===== src/rtl/sdlink_pkg.sv =====
package sdlink_pkg;

  localparam int ADDR_W = 8;
  localparam int DATA_W = 32;

  localparam logic [ADDR_W-1:0] OFS_LINK   = 8'h44;
  localparam logic [ADDR_W-1:0] OFS_PLL    = 8'h48;
  localparam logic [ADDR_W-1:0] OFS_STATUS = 8'h5C;

  typedef enum logic [2:0] {
    ST_IDLE,
    ST_PEND,
    ST_WAIT_CLR,
    ST_LOCKING,
    ST_LOCKED,
    ST_LINKUP
  } seq_state_e;

  typedef struct packed {
    logic [4:0] pdiv;
    logic [1:0] pair;
    logic [1:0] bw;
  } link_cfg_t;

  typedef struct packed {
    logic       go;
    logic [3:0] freq;
    logic       rel;
    logic [5:0] ndiv;
    logic [9:0] mdiv;
  } pll_cfg_t;

  // Place link fields at their bus bit positions.
  function automatic logic [DATA_W-1:0] pack_link(input link_cfg_t c);
    logic [DATA_W-1:0] w;
    w = '0;
    w[19:15] = c.pdiv;
    w[3:2]   = c.pair;
    w[1:0]   = c.bw;
    return w;
  endfunction

  // Place PLL fields at their bus bit positions.
  function automatic logic [DATA_W-1:0] pack_pll(input pll_cfg_t c);
    logic [DATA_W-1:0] w;
    w = '0;
    w[28]    = c.go;
    w[25:22] = c.freq;
    w[18]    = c.rel;
    w[16:11] = c.ndiv;
    w[10:1]  = c.mdiv;
    return w;
  endfunction

  function automatic logic [DATA_W-1:0] pack_status(input logic pend,
                                                    input logic lock,
                                                    input logic ready);
    logic [DATA_W-1:0] w;
    w = '0;
    w[6] = pend;
    w[5] = lock;
    w[2] = ready;
    return w;
  endfunction

  // Pair select value 3 is not a legal pair count and is dropped.
  function automatic logic pair_legal(input logic [1:0] p);
    return p != 2'b11;
  endfunction

endpackage


===== src/rtl/sdlink_regs.sv =====
module sdlink_regs
  import sdlink_pkg::*;
(
  input  logic              clk,
  input  logic              rst_n,
  input  logic              wr_en,
  input  logic [ADDR_W-1:0] addr,
  input  logic [DATA_W-1:0] wdata,
  input  logic              st_pend,
  input  logic              st_lock,
  input  logic              st_ready,
  output logic [DATA_W-1:0] rdata,
  output link_cfg_t         link_q,
  output pll_cfg_t          pll_q
);

  logic hit_link, hit_pll, hit_status, hit_none;

  assign hit_link   = (addr == OFS_LINK);
  assign hit_pll    = (addr == OFS_PLL);
  assign hit_status = (addr == OFS_STATUS);
  assign hit_none   = !(hit_link || hit_pll || hit_status);

  always_ff @(posedge clk) begin
    if (!rst_n) begin
      link_q <= '0;
      pll_q  <= '0;
    end else if (wr_en) begin
      if (hit_link) begin
        link_q.pdiv <= wdata[19:15];
        link_q.bw   <= wdata[1:0];
        if (pair_legal(wdata[3:2])) link_q.pair <= wdata[3:2];
      end
      if (hit_pll) begin
        pll_q.go   <= wdata[28];
        pll_q.freq <= wdata[25:22];
        pll_q.rel  <= wdata[18];
        pll_q.ndiv <= wdata[16:11];
        pll_q.mdiv <= wdata[10:1];
      end
    end
  end

  always_comb begin
    rdata = '0;
    if (hit_link)   rdata = pack_link(link_q);
    if (hit_pll)    rdata = pack_pll(pll_q);
    if (hit_status) rdata = pack_status(st_pend, st_lock, st_ready);
  end

  p_pair_legal_r3: assert property (@(posedge clk) disable iff (!rst_n)
    link_q.pair != 2'b11);

  p_unmapped_zero_r5: assert property (@(posedge clk) disable iff (!rst_n)
    hit_none |-> rdata == '0);

  p_status_write_ignored_r5: assert property (@(posedge clk) disable iff (!rst_n)
    (wr_en && !hit_link && !hit_pll) |=> $stable(link_q) && $stable(pll_q));

endmodule


===== src/rtl/sdlink_seq.sv =====
module sdlink_seq
  import sdlink_pkg::*;
#(
  parameter int ACK_CYCLES  = 2,
  parameter int LOCK_CYCLES = 1000
) (
  input  logic clk,
  input  logic rst_n,
  input  logic go,
  input  logic rel,
  input  logic lcd_en,
  output logic pending,
  output logic locked,
  output logic link_ready
);

  localparam int CNT_MAX = (ACK_CYCLES > LOCK_CYCLES) ? ACK_CYCLES : LOCK_CYCLES;
  localparam int CNT_W   = $clog2(CNT_MAX + 1);
  localparam logic [CNT_W-1:0] ACK_LAST  = CNT_W'(ACK_CYCLES - 1);
  localparam logic [CNT_W-1:0] LOCK_LAST = CNT_W'(LOCK_CYCLES - 1);

  seq_state_e       state;
  logic [CNT_W-1:0] cnt;

  // Named events for assertions and readability.
  logic go_seen, ack_done, lock_done, abort;
  assign abort     = !rel;
  assign go_seen   = (state == ST_IDLE)    && go;
  assign ack_done  = (state == ST_PEND)    && (cnt == ACK_LAST);
  assign lock_done = (state == ST_LOCKING) && (cnt == LOCK_LAST);

  always_ff @(posedge clk) begin
    if (!rst_n) begin
      state <= ST_IDLE;
      cnt   <= '0;
    end else if (abort) begin
      state <= ST_IDLE;
      cnt   <= '0;
    end else begin
      unique case (state)
        ST_IDLE: if (go_seen) begin
          state <= ST_PEND;
          cnt   <= '0;
        end
        ST_PEND: if (ack_done) begin
          state <= ST_WAIT_CLR;
          cnt   <= '0;
        end else cnt <= cnt + 1'b1;
        ST_WAIT_CLR: if (!go) begin
          state <= ST_LOCKING;
          cnt   <= '0;
        end
        ST_LOCKING: if (lock_done) begin
          state <= ST_LOCKED;
          cnt   <= '0;
        end else cnt <= cnt + 1'b1;
        ST_LOCKED: if (lcd_en) state <= ST_LINKUP;
        ST_LINKUP: state <= ST_LINKUP;
        default:   state <= ST_IDLE;
      endcase
    end
  end

  // Reset-release low clears every flag at once.
  assign pending    = rel && (state == ST_PEND);
  assign locked     = rel && ((state == ST_LOCKED) || (state == ST_LINKUP));
  assign link_ready = rel && (state == ST_LINKUP);

  p_pend_bounded_r6: assert property (@(posedge clk) disable iff (!rst_n)
    pending |-> cnt <= ACK_LAST);

  p_lock_after_count_r7: assert property (@(posedge clk) disable iff (!rst_n)
    $rose(locked) |-> $past(state == ST_LOCKING) && $past(cnt) == LOCK_LAST);

  p_ready_after_lock_r8: assert property (@(posedge clk) disable iff (!rst_n)
    $rose(link_ready) |-> $past(locked) && $past(lcd_en));

  p_abort_idle_r9: assert property (@(posedge clk) disable iff (!rst_n)
    abort |=> state == ST_IDLE);

  p_start_needs_rel_r10: assert property (@(posedge clk) disable iff (!rst_n)
    $rose(pending) |-> $past(rel) && $past(go));

endmodule


===== src/rtl/sdlink_pll_ctrl.sv =====
module sdlink_pll_ctrl
  import sdlink_pkg::*;
#(
  parameter int ACK_CYCLES  = 2,
  parameter int LOCK_CYCLES = 1000
) (
  input  logic        clk,
  input  logic        rst_n,
  input  logic        bus_wr,
  input  logic [7:0]  bus_addr,
  input  logic [31:0] bus_wdata,
  output logic [31:0] bus_rdata,
  input  logic        lcd_en
);

  link_cfg_t link_q;
  pll_cfg_t  pll_q;
  logic      st_pend, st_lock, st_ready;

  sdlink_regs u_regs (
    .clk      (clk),
    .rst_n    (rst_n),
    .wr_en    (bus_wr),
    .addr     (bus_addr),
    .wdata    (bus_wdata),
    .st_pend  (st_pend),
    .st_lock  (st_lock),
    .st_ready (st_ready),
    .rdata    (bus_rdata),
    .link_q   (link_q),
    .pll_q    (pll_q)
  );

  sdlink_seq #(
    .ACK_CYCLES  (ACK_CYCLES),
    .LOCK_CYCLES (LOCK_CYCLES)
  ) u_seq (
    .clk        (clk),
    .rst_n      (rst_n),
    .go         (pll_q.go),
    .rel        (pll_q.rel),
    .lcd_en     (lcd_en),
    .pending    (st_pend),
    .locked     (st_lock),
    .link_ready (st_ready)
  );

endmodule


===== config.mk =====
export PLATFORM = sky130hd
export DESIGN_NAME = sdlink_pll_ctrl
export DESIGN_NICKNAME = d
export VERILOG_FILES = /design/src/rtl/sdlink_pkg.sv /design/src/rtl/sdlink_regs.sv /design/src/rtl/sdlink_seq.sv /design/src/rtl/sdlink_pll_ctrl.sv
export SDC_FILE = /design/constraint.sdc
export NUM_CORES = 1
export LEC_CHECK = 0
export BUFFER_PORTS_ARGS = -buffer_cell sky130_fd_sc_hd__buf_2
export CAP_MARGIN = 40
export CELL_PAD_IN_SITES_DETAIL_PLACEMENT = 1
export CELL_PAD_IN_SITES_GLOBAL_PLACEMENT = 1
export CORE_UTILIZATION = 38
export CTS_CLUSTER_DIAMETER = 150
export DETAILED_ROUTE_END_ITERATION = 8
export PLACE_DENSITY = 0.95
export REMOVE_ABC_BUFFERS = 1
export SLEW_MARGIN = 20
export SYNTH_ARGS = -nofsm -noshare
export SYNTH_HDL_FRONTEND = slang
export SYNTH_SLANG_ARGS = --single-unit

===== constraint.sdc =====
create_clock -name clk -period 4.15 [get_ports clk]
set_clock_uncertainty 0.15 [all_clocks]
set_input_delay 0.415 -clock clk [delete_from_list [all_inputs] [get_ports clk]]
set_output_delay 0.415 -clock clk [all_outputs]
set_load 0.03 [all_outputs]

==> metrics <==
sequential cell fraction of total power=56.3%; RD Place Congestion=0.813; RSZ-0062 raised after global routing=no; Synth top cells by count=44 x dfxtp_1, 43 x nand3_1, 36 x nand2_1, 27 x o21ai_1, 18 x and2_1; initial antenna violation count=0; die area=between 6000 and 7000 µm²; ANT nets after route=0; drt wl/cell=16.8 µm; Setup TNS Final=0 ns; Syn Area/Cell=7.90 µm²; CTS resizes=0; Clk pin slew, worst setup/hold paths=roughly 0.09 ns; crit-path max FO=22; Psw=0.190 mW; clk sink count=44; TritonCTS clock tree=yes; drt first-iter violations=76; Fill cells=~700; number of vias per cell=5.55; largest cells by area after synthesis=dfxtp_1 41%, nand3_1 9.9%, nand2_1 6.2%, o21ai_1 6.2%, and2_1 5.2%; Clock Path Buffers=2; dpl cell area=about 2500 µm²; first-pass GRT wire length=~11,000 µm; Tcrit/Tclk final=around three quarters; Synth warnings=0; Area growth, synth to finish=18.7%; Yosys reg bits=44; Yosys cell types=47; Yosys top cell area share=40.5%; dpl hpwl=about 4700 µm; fin util=~47%; Netlist Area Pre-Place=2170 µm²; htree depth=2; setup bufs post-CTS=0; asr flop ratio synth=0%; Layout Nets=around 370; Final min period=3.08 ns; clock share of power=a little under two fifths; pwr dens=slightly below 300 nW/µm²; first drt pass iteration count=4; Int Power=0.560 mW; Syn Inst Count=about 280; CP arrival=about 2.5 ns; status=finished clean; vias=2,218; top-count cell post-synth=dfxtp_1; maximum VDD drop=approximately 220 µV; hold_buf cts=0; multi-input logic area=1180 µm²; WL final=6700 µm; Post-synth EDFFs=0; worst hold slack=around 0.18 ns; number of global-route vias before repair=2,305; FF/Latch Area=approximately 900 µm²; TritonCTS buffer count=5; leak pwr=~1.1 nW; Rows=27; Switching Share=between 20% and 30%; max-slew violation count=0; layout cell share with drive strength beyond 1=between 20% and 30%; Slew @ Worst Pin=roughly 0.70 ns; input/output buffers=61; highest clock rate=324 MHz; Fin. Hold Viols=0; Slew HR=a little over half; Logic pwr share=6.5%; Inserted Diodes=0; Worst Path Required=~3.6 ns; Synth area leader=dfxtp_1; Seq/Total Area, Yosys=between 40% and 50%; Setup crit end kind=primary output; CP Class=in2out; pin count of the biggest net entering global routing=41; Ports=76; worst hold-check path type=in2reg; clk_lat worst skew=0.30 ns; Starting Density=39.5%; GRT Total Usage=between 20% and 30%; Core Box Area=5510 µm²; max_cap viols=0; prevailing post-synth register cell=dfxtp_1; Clk Tree Root Cell=clkbuf_8; Residual DRC=0; Die Wd=about 78 µm; Overflow after GRT=0; Die Y=between 70 and 80 µm; final setup violation count=0; CP Launch Type=input pin; finished layout cell area=approximately 2600 µm²
## per-stage QoR
stage	instances	setup WS, ns	power (mW)
3_3_place_gp	391	1.19	0.475
3_5_place_dp	392	1.13	0.480
2_1_floorplan	257	1.74	0.449
5_1_grt	400	0.921	0.774
6_report	400	1.07	0.751
4_1_cts	400	1.03	0.754
## kinds of logic after synthesis
family	after synthesis	share of synthesized area (%)
xor+xnor	2	0.806
compound gates	60	16.9
simple gates	139	33.7
buf+inv	26	6.22
mux	1	0.461
flops	44	40.5
fa+ha+maj	2	1.15
other cells	1	0.173
## registers in the layout, indices dropped and copies added, names as in the netlist
| signal | count |
|---|---|
| u_seq.cnt | 10 |
| u_seq.state | 3 |
| u_regs.pll_q | 22 |
| u_regs.link_q | 9 |
## worst max-delay path, stage by stage
cell and delay (ns):
buf_2 0.09, nor4_1 0.52, and3b_1 0.31, and3b_1 0.64
a22o_1 0.30, buf_2 0.23
## power by group through the flow
stage,combinational [mW],sequential (mW),clock [mW]
2_1_floorplan,0.0166,0.432,0
3_3_place_gp,0.0427,0.432,0
3_5_place_dp,0.0476,0.432,0
4_1_cts,0.0482,0.422,0.283
5_1_grt,0.0522,0.422,0.300
6_report,0.0484,0.422,0.280
## layout by cell type, fill, tap and decap left out, drive strengths merged, types with 2 or more instances in the layout
cell	instances
buf	63
dfxtp	44
nand3	43
nand2	37
o21ai	34
and2	19
nor2	11
a21oi	7
conb	7
nand4	6
clkbuf	6
a22o	5
or4	3
or3	3
nor3	3
and3b	2
nor2b	2
and4b	2
inv	2
a22oi	2
xor2	2
a31oi	2
o211ai	2
o221a	2
ha	2
or2	2
## path summary, 6_finish.rpt
kind | endpoint | cells past startpoint | start | slack, ns
max | bus_rdata[18] | 6 | bus_addr[1] | 1.07
min | u_regs.pll_q[8] | 3 | bus_wdata[9] | 0.18
max reg2reg | u_seq.cnt[5] | 6 | u_seq.cnt[0] | 2.05
min reg2reg | u_regs.pll_q[19] | 2 | u_regs.pll_q[19] | 0.31
## routing by layer
metal | track usage (%) | up-vias | share of wire, %
li1 | - | 1074 | -
met1 | 24.0 | 1065 | 40
met2 | 44.3 | 64 | 53
met3 | 6.35 | 15 | 5.3
met4 | 8.11 | 0 | 1.8
met5 | 0 | - | 0
## layout make-up
cell class | count | area share (%)
well taps | 72 | 3.49
clock buffers | 6 | 2.81
clock inverters | 2 | 0.630
flip-flops and latches | 44 | 34.1
inverters | 2 | 0.291
repair buffers | 63 | 12.9
multi-input cells | 211 | 45.7
No activity file was read; power rests on OpenSTA's default activity.
